File: src/rtl/gpio_pkg.sv
package gpio_pkg;

    localparam int unsigned GP_PORTS  = 3;
    localparam int unsigned GP_WIDTH  = 8;
    localparam int unsigned GP_ADDR_W = 8;

    // register map bases
    localparam int unsigned GP_DATA_BASE = 'h00;
    localparam int unsigned GP_IE_BASE   = 'h04;
    localparam int unsigned GP_MODE_ADDR = 'h08;
    localparam int unsigned GP_FLAG_BASE = 'h0C;

    typedef enum logic [1:0] {
        MODE_PULLUP    = 2'b00,
        MODE_PUSHPULL  = 2'b01,
        MODE_OPENDRAIN = 2'b10,
        MODE_FLOAT     = 2'b11
    } pad_mode_e;

endpackage

File: src/rtl/gpio_pad_decode.sv
module gpio_pad_decode
    import gpio_pkg::*;
#(
    parameter int unsigned PORT_W = GP_WIDTH
) (
    input  pad_mode_e          mode,
    input  logic [PORT_W-1:0]  dout,
    output logic [PORT_W-1:0]  pull_o,
    output logic [PORT_W-1:0]  sink_o,
    output logic [PORT_W-1:0]  src_o
);

    logic is_pullup;
    logic is_push;
    logic is_float;

    assign is_pullup = (mode == MODE_PULLUP);
    assign is_push   = (mode == MODE_PUSHPULL);
    assign is_float  = (mode == MODE_FLOAT);

    // open drain falls out: neither pull-up nor source, sink only on a 0
    for (genvar b = 0; b < PORT_W; b++) begin : g_bit
        assign pull_o[b] = is_pullup & dout[b];
        assign sink_o[b] = ~is_float & ~dout[b];
        assign src_o[b]  = is_push & dout[b];
    end

endmodule

File: src/rtl/gpio_in_sync.sv
module gpio_in_sync #(
    parameter int unsigned PINS = 24
) (
    input  logic            clk,
    input  logic            rst_n,
    input  logic [PINS-1:0] pad_i,
    output logic [PINS-1:0] lvl_o,
    output logic [PINS-1:0] chg_o
);

    typedef struct packed {
        logic [PINS-1:0] s1;
        logic [PINS-1:0] s2;
        logic [PINS-1:0] prev;
    } sync_t;

    sync_t st_d, st_q;

    always_comb begin
        st_d      = st_q;
        st_d.s1   = pad_i;
        st_d.s2   = st_q.s1;
        st_d.prev = st_q.s2;
    end

    // pins come up pulled high, so the chain resets to ones
    always_ff @(posedge clk or negedge rst_n) begin
        if (!rst_n) st_q <= '{s1: '1, s2: '1, prev: '1};
        else        st_q <= st_d;
    end

    assign lvl_o = st_q.s2;
    assign chg_o = st_q.s2 ^ st_q.prev;

endmodule

File: src/rtl/gpio_trio.sv
module gpio_trio
    import gpio_pkg::*;
#(
    parameter int unsigned NUM_PORTS = GP_PORTS,
    parameter int unsigned PORT_W    = GP_WIDTH,
    parameter int unsigned ADDR_W    = GP_ADDR_W
) (
    input  logic                          clk,
    input  logic                          rst_n,
    input  logic                          wr_en,
    input  logic [ADDR_W-1:0]             addr,
    input  logic [PORT_W-1:0]             wdata,
    output logic [PORT_W-1:0]             rdata,
    input  logic [NUM_PORTS*PORT_W-1:0]   pad_in,
    output logic [NUM_PORTS*PORT_W-1:0]   pull_en,
    output logic [NUM_PORTS*PORT_W-1:0]   sink_en,
    output logic [NUM_PORTS*PORT_W-1:0]   src_en,
    output logic                          irq
);

    localparam int unsigned PINS   = NUM_PORTS * PORT_W;
    localparam int unsigned MODE_W = 2 * NUM_PORTS;

    typedef struct packed {
        logic [NUM_PORTS-1:0][PORT_W-1:0] data;
        logic [NUM_PORTS-1:0][PORT_W-1:0] ie;
        logic [NUM_PORTS-1:0][PORT_W-1:0] flag;
        logic [NUM_PORTS-1:0][1:0]        mode;
    } regs_t;

    regs_t st_d, st_q;

    logic [PINS-1:0]   pin_lvl;
    logic [PINS-1:0]   pin_chg;
    logic [MODE_W-1:0] mode_vec;
    logic [PINS-1:0]   data_vec;

    gpio_in_sync #(.PINS(PINS)) u_sync (
        .clk   (clk),
        .rst_n (rst_n),
        .pad_i (pad_in),
        .lvl_o (pin_lvl),
        .chg_o (pin_chg)
    );

    // next-state: register writes and sticky change flags
    always_comb begin
        st_d = st_q;
        for (int p = 0; p < int'(NUM_PORTS); p++) begin
            logic [PORT_W-1:0] clr;
            clr = '0;
            if (wr_en && addr == ADDR_W'(GP_DATA_BASE + p)) st_d.data[p] = wdata;
            if (wr_en && addr == ADDR_W'(GP_IE_BASE + p))   st_d.ie[p]   = wdata;
            if (wr_en && addr == ADDR_W'(GP_FLAG_BASE + p)) clr          = wdata;
            if (wr_en && addr == ADDR_W'(GP_MODE_ADDR))     st_d.mode[p] = wdata[2*p +: 2];
            // a fresh change outranks a clear in the same cycle
            st_d.flag[p] = (st_q.flag[p] & ~clr) | pin_chg[p*PORT_W +: PORT_W];
        end
    end

    always_ff @(posedge clk or negedge rst_n) begin
        if (!rst_n) begin
            st_q.data <= '1;
            st_q.ie   <= '0;
            st_q.flag <= '0;
            st_q.mode <= '0;
        end else begin
            st_q <= st_d;
        end
    end

    assign mode_vec = st_q.mode;
    assign data_vec = st_q.data;

    // read mux
    always_comb begin
        rdata = '0;
        for (int p = 0; p < int'(NUM_PORTS); p++) begin
            if (addr == ADDR_W'(GP_DATA_BASE + p)) rdata = pin_lvl[p*PORT_W +: PORT_W];
            if (addr == ADDR_W'(GP_IE_BASE + p))   rdata = st_q.ie[p];
            if (addr == ADDR_W'(GP_FLAG_BASE + p)) rdata = st_q.flag[p];
        end
        if (addr == ADDR_W'(GP_MODE_ADDR)) rdata[MODE_W-1:0] = mode_vec;
    end

    // per-port drive decode
    for (genvar p = 0; p < NUM_PORTS; p++) begin : g_port
        gpio_pad_decode #(.PORT_W(PORT_W)) u_dec (
            .mode   (pad_mode_e'(st_q.mode[p])),
            .dout   (st_q.data[p]),
            .pull_o (pull_en[p*PORT_W +: PORT_W]),
            .sink_o (sink_en[p*PORT_W +: PORT_W]),
            .src_o  (src_en[p*PORT_W +: PORT_W])
        );
    end

    assign irq = |(st_q.flag & st_q.ie);

endmodule

File: config.mk
export PLATFORM = sky130hd
export DESIGN_NAME = gpio_trio
export DESIGN_NICKNAME = d
export VERILOG_FILES = /design/src/rtl/gpio_pkg.sv /design/src/rtl/gpio_pad_decode.sv /design/src/rtl/gpio_in_sync.sv /design/src/rtl/gpio_trio.sv
export SDC_FILE = /design/constraint.sdc
export NUM_CORES = 1
export LEC_CHECK = 0
export BUFFER_PORTS_ARGS = -buffer_cell sky130_fd_sc_hd__buf_4
export CAP_MARGIN = 10
export CORE_MARGIN = 4
export CORE_UTILIZATION = 55
export DETAILED_ROUTE_END_ITERATION = 6
export PLACE_DENSITY = 0.76
export SYNTH_ARGS = -nofsm -noshare
export SYNTH_HDL_FRONTEND = slang
export SYNTH_SLANG_ARGS = --single-unit
File: constraint.sdc
create_clock -name clk -period 1.49 [get_ports clk]
set_input_delay 0 -clock clk [delete_from_list [all_inputs] [get_ports clk]]
set_output_delay 0 -clock clk [all_outputs]
set_load 0.01 [all_outputs]
==> impl_metrics.env, run 1 <==
export IMPL_worst_slack_ns=-0.3954
export IMPL_pin_count=124
export IMPL_drc=0
export IMPL_vdd_drop_max_mv=0.9224
export IMPL_yosys_area_top_type="dfstp_2"
export IMPL_final_area_sq_um=9210
export IMPL_critPathRequiredTime_ns=1.49
export IMPL_drt_vias_per_instance=5.556
export IMPL_die_area_sq_um=13880
export IMPL_max_stage_delay_ns=0.54
export IMPL_maxSlewHeadroom=0.6997
export IMPL_clock_sinks=150
export IMPL_cp_max_fo=2
export IMPL_sequentialPowerShare=0.467
export IMPL_cp_start_kind="flop"
export IMPL_synth_avg_cell_area_sq_um=11.84
export IMPL_cts_buffers=17
export IMPL_dp_hpwl_mm=12.68
export IMPL_cp_num_buf_inv=1
export IMPL_swShare=0.2378
export IMPL_clkTransAtPathRegs_ns=0.06
export IMPL_power_net_switching_mw=2.287
export IMPL_post_place_ws_ns=-0.1950
export IMPL_drt_antenna_violating_nets=0
export IMPL_hold_viol=0
export IMPL_timing_hold_ws_ns=0.09630
export IMPL_yosys_warnings=0
export IMPL_combPwrFrac=0.109
export IMPL_clock_tree_root_cell="clkbuf_16"
export IMPL_initial_utilization=0.5709
export IMPL_wire_per_inst_um=19.23
export IMPL_layoutNonFillerInstCount=923
export IMPL_rows=39
export IMPL_min_path_type="in2async"
export IMPL_grt_pass1_vias=5224
export IMPL_ys_seq_area_frac=0.5843
export IMPL_worst_setup_path_end_kind="primary output"
export IMPL_drive_above_1_share=0.5333
export IMPL_area_delta_synth_final_pct=38.91
export IMPL_rr_startpoint="u_sync.lvl_o[22]"
export IMPL_internal_power_mw=7.328
export IMPL_worst_pin_slew_ns=0.4505
export IMPL_antennaDiodeCount=0
export IMPL_cts_tree="yes"
export IMPL_io_buffers=123
export IMPL_period_needed_ns=1.885
export IMPL_async_flop_share=1.000
export IMPL_clk_latency_ns=0.41
export IMPL_cp_startpoint="u_sync.lvl_o[15]"
export IMPL_reg2reg_setup_slack_ns=0.46
export IMPL_max_freq_mhz=530.4
export IMPL_routabilityCongestion=0.9441
export IMPL_rsz0062_at_grt="true"
export IMPL_maxCapViolCount=0
export IMPL_yosys_most_used_dff="dfstp_2"
export IMPL_cp_depth=5
export IMPL_dp_cells=851
export IMPL_track_usage=0.2591
export IMPL_grt_max_degree=50
export IMPL_r2r_cells=3
export IMPL_worstPathCellList="a21o_1 -> a32oi_1 -> o31a_1 -> a311oi_2 -> buf_4"
export IMPL_drtPass1Iterations=5
export IMPL_die_width_um=117.8
export IMPL_core_region_area_sq_um=11610
export IMPL_synth_top_cells_by_count="dfstp_2 (96), mux2_2 (63), nand2_1 (61), dfrtp_1 (54), and2_1 (53)"
export IMPL_dpl_cell_area_sq_um=8068
export IMPL_synth_edf_count=0
export IMPL_nets=810
export IMPL_synth_most_common_cell="dfstp_2"
export IMPL_crit_slowest_cell="dfstp_2"
export IMPL_synthCells=560
export IMPL_h_tree_depth=4
export IMPL_synth_fp_nets=603
export IMPL_synth_area_sq_um=6630
export IMPL_synthDistinctLibCells=45
export IMPL_arrival_ns=1.89
export IMPL_pwr_density_cell_nw_per_um2=1044
export IMPL_grt_overflow=0
export IMPL_finalPower_mw=9.615
export IMPL_fin_util=0.7930
export IMPL_ys_ff_latch=150
export IMPL_status="finished with violations"
export IMPL_p_leak_nw=4.097
export IMPL_yosys_top_cells_area="dfstp_2 (38%), dfrtp_1 (20%), mux2_2 (11%)"
export IMPL_cp_top_family="compound AO/OA/AOI/OAI gates"
export IMPL_wl_mm=17.75
export IMPL_crit_type="reg2out"
export IMPL_worst_clock_skew_ns=0.006839
export IMPL_slew_violations=0
export IMPL_dr_first_iter_drc_count=236
export IMPL_synth_top_cell_area_share=0.3804
export IMPL_min_period_over_period=1.265
export IMPL_setup_viol=9
export IMPL_chipHeight_um=117.8
export IMPL_cts_path_max_buffers=2
export IMPL_violations="negative setup slack"
export IMPL_setup_tns_ns=-2.107
export IMPL_num_vias=5128
export IMPL_grt_pass1_wl_mm=28.30
export IMPL_clkPwrFrac=0.424
export IMPL_r2r_end="st_q[28]"
export IMPL_antenna_found_initial=0
## power groups by stage
stage / Combinational (mW) / Sequential [mW] / Clock, mW
after detailed placement: 0.906 / 4.55 / 0
final: 1.04 / 4.49 / 4.08
after global routing: 1.13 / 4.51 / 4.36
after floorplan: 0.434 / 4.50 / 0
after CTS: 1.04 / 4.49 / 4.12
after global placement: 0.889 / 4.54 / 0
## layout by cell type, fill, tap and decap left out, types with 5 or more instances in the layout
cell,count
buf_6,5
o21ai_0,8
buf_4,176
a21o_1,19
nor2_1,30
and2_1,50
nand2_1,59
nand3_1,14
a32oi_1,6
dlygate4sd3_1,33
mux2_4,5
xnor2_1,8
a21oi_1,13
a31oi_1,7
clkbuf_16,17
dfrtp_1,50
mux2_2,58
xor2_1,16
dfstp_2,96
a22oi_1,10
o21ai_1,7
## worst max-delay path by stage
stage                to
2_1_floorplan  st_q[14]
3_3_place_gp   rdata[4]
3_5_place_dp   rdata[4]
4_1_cts        rdata[2]
5_1_grt        rdata[7]
6_report       rdata[7]
## layout make-up
| type | count | area [sq um] |
|---|---|---|
| fillers | 707 | 2404 |
| clock buffers | 22 | 474.2 |
| repair buffers | 218 | 1788 |
| inverters | 4 | 15.01 |
| clock inverters | 10 | 97.59 |
| well taps | 143 | 178.9 |
| flip-flops and latches | 150 | 3879 |
| multi-input cells | 376 | 2778 |
## per-layer routing
metal  GRT usage  wire (um)
met1      0.3417       7522
met3     0.06631       1216
met5           0          0
met4     0.07766        285
met2      0.4251       8727
## flip-flops by register name, indices dropped and copies added, names as in the netlist
| register | count |
|---|---|
| mode_vec | 6 |
| st_q | 48 |
| u_sync.st_q | 24 |
| data_vec | 24 |
| u_sync.lvl_o | 24 |
| u_sync.st_d | 24 |
## repair_timing
item	in CTS	in global routing
gates cloned	0	0
hold endpoints to repair	195	0
gates resized for setup	39	15
hold buffers	33	0
buffers inserted	6	2
setup endpoints to repair	41	47
pin swaps	27	12
## cells by family after synthesis
family	share of synthesized area
AOI/OAI and AO/OA	0.09530
xor gates and xnor gates	0.03170
and+or+nand+nor	0.1521
muxes	0.1130
buffers and inverters	0.02359
DFF	0.5843
Note: power is estimated with default switching activity, not from simulation.
==> inputs of run 2 (changes only) <==
Settings changed: ABC_AREA set to 1, CORE_ASPECT_RATIO set to 0.7, TNS_END_PERCENT set to 30.
==> run 2 against run 1 <==
Net effect: the flow still finishes with violations (negative setup slack); critical path type unchanged; largest cell class unchanged; clock-buffer cell count decreased by 3; highest routed layer unchanged; critical endpoint is now irq; clock power rose by 3%; worst setup slack better by 0.16 ns.
==> impl_metrics.env, run 2 <==
export IMPL_status="finished with violations"
export IMPL_violations="negative setup slack"
export IMPL_synth_most_common_cell="nand2_1"
export IMPL_dp_hpwl_mm=12.31
export IMPL_slew_violations=0
export IMPL_dr_first_iter_drc_count=417
export IMPL_chipHeight_um=98.24
export IMPL_synth_top_cells_by_count="nand2_1 (159), dfstp_2 (96), nor2_1 (93), inv_1 (64), o21ai_0 (61)"
export IMPL_largest_register_ff_count=48
export IMPL_grt_max_degree=52
export IMPL_synthCells=671
export IMPL_synth_area_sq_um=6399
export IMPL_max_stage_delay_ns=0.38
export IMPL_routabilityCongestion=0.9043
export IMPL_async_flop_share=1.000
export IMPL_nets=897
export IMPL_hold_viol=0
export IMPL_cts_tree="yes"
export IMPL_largest_register="st_q"
export IMPL_worst_slack_ns=-0.2353
export IMPL_maxSlewHeadroom=0.6311
export IMPL_num_vias=5503
export IMPL_drt_antenna_violating_nets=0
export IMPL_cp_start_kind="flop"
export IMPL_synthDistinctLibCells=31
export IMPL_crit_type="reg2out"
export IMPL_max_freq_mhz=579.6
export IMPL_swShare=0.2534
export IMPL_clk_latency_ns=0.42
export IMPL_cts_path_max_buffers=2
export IMPL_antenna_found_initial=0
export IMPL_synth_top_cell_area_share=0.3942
export IMPL_pin_count=124
export IMPL_period_needed_ns=1.725
export IMPL_worstPathCellList="nand2_1 -> nand2_2 -> a221oi_2 -> nor3b_2 -> nand4_1 -> buf_4"
export IMPL_clkTransAtPathRegs_ns=0.06
export IMPL_cp_startpoint="st_q[50]"
export IMPL_min_period_over_period=1.158
export IMPL_critPathRequiredTime_ns=1.49
export IMPL_min_path_type="in2reg"
export IMPL_yosys_warnings=0
export IMPL_worst_clock_skew_ns=0.005061
export IMPL_die_width_um=136.9
export IMPL_yosys_area_top_type="dfstp_2"
export IMPL_track_usage=0.2877
export IMPL_layoutNonFillerInstCount=1020
export IMPL_drtPass1Iterations=6
export IMPL_drc=0
export IMPL_synth_edf_count=0
export IMPL_core_region_area_sq_um=11170
export IMPL_min_from="wr_en"
export IMPL_worst_setup_path_end_kind="primary output"
export IMPL_clock_sinks=150
export IMPL_final_common_cell="nand2_1"
export IMPL_grt_pass1_vias=5414
export IMPL_antennaDiodeCount=0
export IMPL_die_area_sq_um=13450
export IMPL_io_buffers=123
export IMPL_synth_avg_cell_area_sq_um=9.536
export IMPL_power_net_switching_mw=2.432
export IMPL_final_cell_mix="nand2_1 (155), buf_4 (144), dfstp_2 (96)"
export IMPL_combPwrFrac=0.093
export IMPL_pwr_density_cell_nw_per_um2=1105
export IMPL_internal_power_mw=7.165
export IMPL_area_delta_synth_final_pct=35.71
export IMPL_yosys_most_used_dff="dfstp_2"
export IMPL_arrival_ns=1.73
export IMPL_maxCapViolCount=0
export IMPL_cp_max_fo=2
export IMPL_drt_vias_per_instance=5.395
export IMPL_timing_hold_ws_ns=0.07429
export IMPL_setup_viol=9
export IMPL_crit_slowest_cell="dfrtp_1"
export IMPL_rr_startpoint="u_sync.lvl_o[14]"
export IMPL_ys_seq_area_frac=0.6054
export IMPL_worst_pin_slew_ns=0.5527
export IMPL_sequentialPowerShare=0.468
export IMPL_drive_above_1_share=0.4037
export IMPL_rsz0062_at_grt="true"
export IMPL_rows=32
export IMPL_clkPwrFrac=0.439
export IMPL_clock_tree_root_cell="clkbuf_16"
export IMPL_p_leak_nw=3.827
export IMPL_grt_overflow=0
export IMPL_initial_utilization=0.5728
export IMPL_dp_cells=957
export IMPL_ys_ff_latch=150
export IMPL_synth_fp_nets=714
export IMPL_cts_buffers=17
export IMPL_wl_mm=18.41
export IMPL_yosys_top_cells_area="dfstp_2 (39%), dfrtp_1 (21%), nand2_1 (9.3%)"
export IMPL_wire_per_inst_um=18.05
export IMPL_vdd_drop_max_mv=0.9832
export IMPL_post_place_ws_ns=0.02272
export IMPL_h_tree_depth=4
export IMPL_grt_pass1_wl_mm=29.32
==> run 2: changes by cell type in the layout (fill, tap and decap cells not counted), sizes merged, moves of 15 or more <==
cell | previous run | this run
buf | 185 | 152
mux2 | 63 | 0
o21ai | 15 | 80
xnor2 | 8 | 24
xor2 | 16 | 0
nor2 | 37 | 100
nand3 | 17 | 32
nand2 | 61 | 168
and2 | 53 | 1
inv | 6 | 76
a21o | 19 | 0
==> run 2: final timing paths <==
check	end	slack, ns	depth (start not counted)
max	irq	-0.24	6
min in group asynchronous	st_q[9]	0.09	2
min reg2reg	u_sync.lvl_o[4]	0.35	0
min	st_q[52]	0.07	3
max in group asynchronous	data_vec[8]	0.76	3
max reg2reg	st_q[20]	0.55	3
==> run 2: cells by family (layout without fill, tap and decap cells) <==
logic type             after synthesis  after routing  share of synthesized area
flip-flops                         150            150                     0.6054
AO/OA/AOI/OAI                       91             91                    0.08291
AND/OR/NAND/NOR                    325            325                     0.2251
XOR/XNOR                            24             24                    0.03285
buffers and inverters               81            277                    0.05377
==> run 2: layout make-up <==
type	instances	area [sq um]
Sequential cell	150	3876
Fill cell	747	2487
Multi-Input combinational cell	440	2315
Timing Repair Buffer	177	1465
Clock buffer	19	442.9
Inverter	68	255.2
Tap cell	153	191.4
Clock inverter	13	137.6
==> run 2: what timing repair did <==
| item | in CTS | in global routing |
|---|---|---|
| resized for setup | 26 | 17 |
| hold endpoints to repair | 108 | 0 |
| setup buffers | 6 | 0 |
| endpoints found under the setup margin | 20 | 15 |
| hold buffers | 25 | 0 |
| gates cloned | 0 | 0 |
| pin swaps | 21 | 11 |
==> run 2: per-layer routing <==
layer,wire [um],global-route usage
met1,7770,0.3956
met2,8344,0.4428
met3,1878,0.08342
met4,420,0.09509
met5,0,0
==> run 2: critical path: cells and delay by family (launching register included) <==
family / cells / cell delay [ns]
flops: 1 / 0.38
simple gates: 4 / 0.54
compound gates: 1 / 0.21
buf+inv: 1 / 0.18
==> run 2: power groups by stage <==
stage | logic [mW] | clock network, mW | registers (mW)
final | 0.891 | 4.22 | 4.49
after detailed placement | 0.799 | 0 | 4.54
after floorplan | 0.370 | 0 | 4.50
after CTS | 0.884 | 4.24 | 4.48
after global placement | 0.778 | 0 | 4.53
after global routing | 0.976 | 4.48 | 4.51
==> run 2: stage by stage <==
| stage | utilization | area, sq um | power (mW) | setup TNS (ns) |
|---|---|---|---|---|
| after floorplan | - | 6399 | 4.870 | 0 |
| after detailed placement | 0.6860 | 7664 | 5.342 | 0 |
| final | 0.7773 | 8683 | 9.597 | -0.9253 |
| after global placement | 0.6860 | 7664 | 5.310 | 0 |
| after CTS | 0.7726 | 8631 | 9.602 | -0.9827 |
| after global routing | 0.7773 | 8683 | 9.958 | -1.742 |
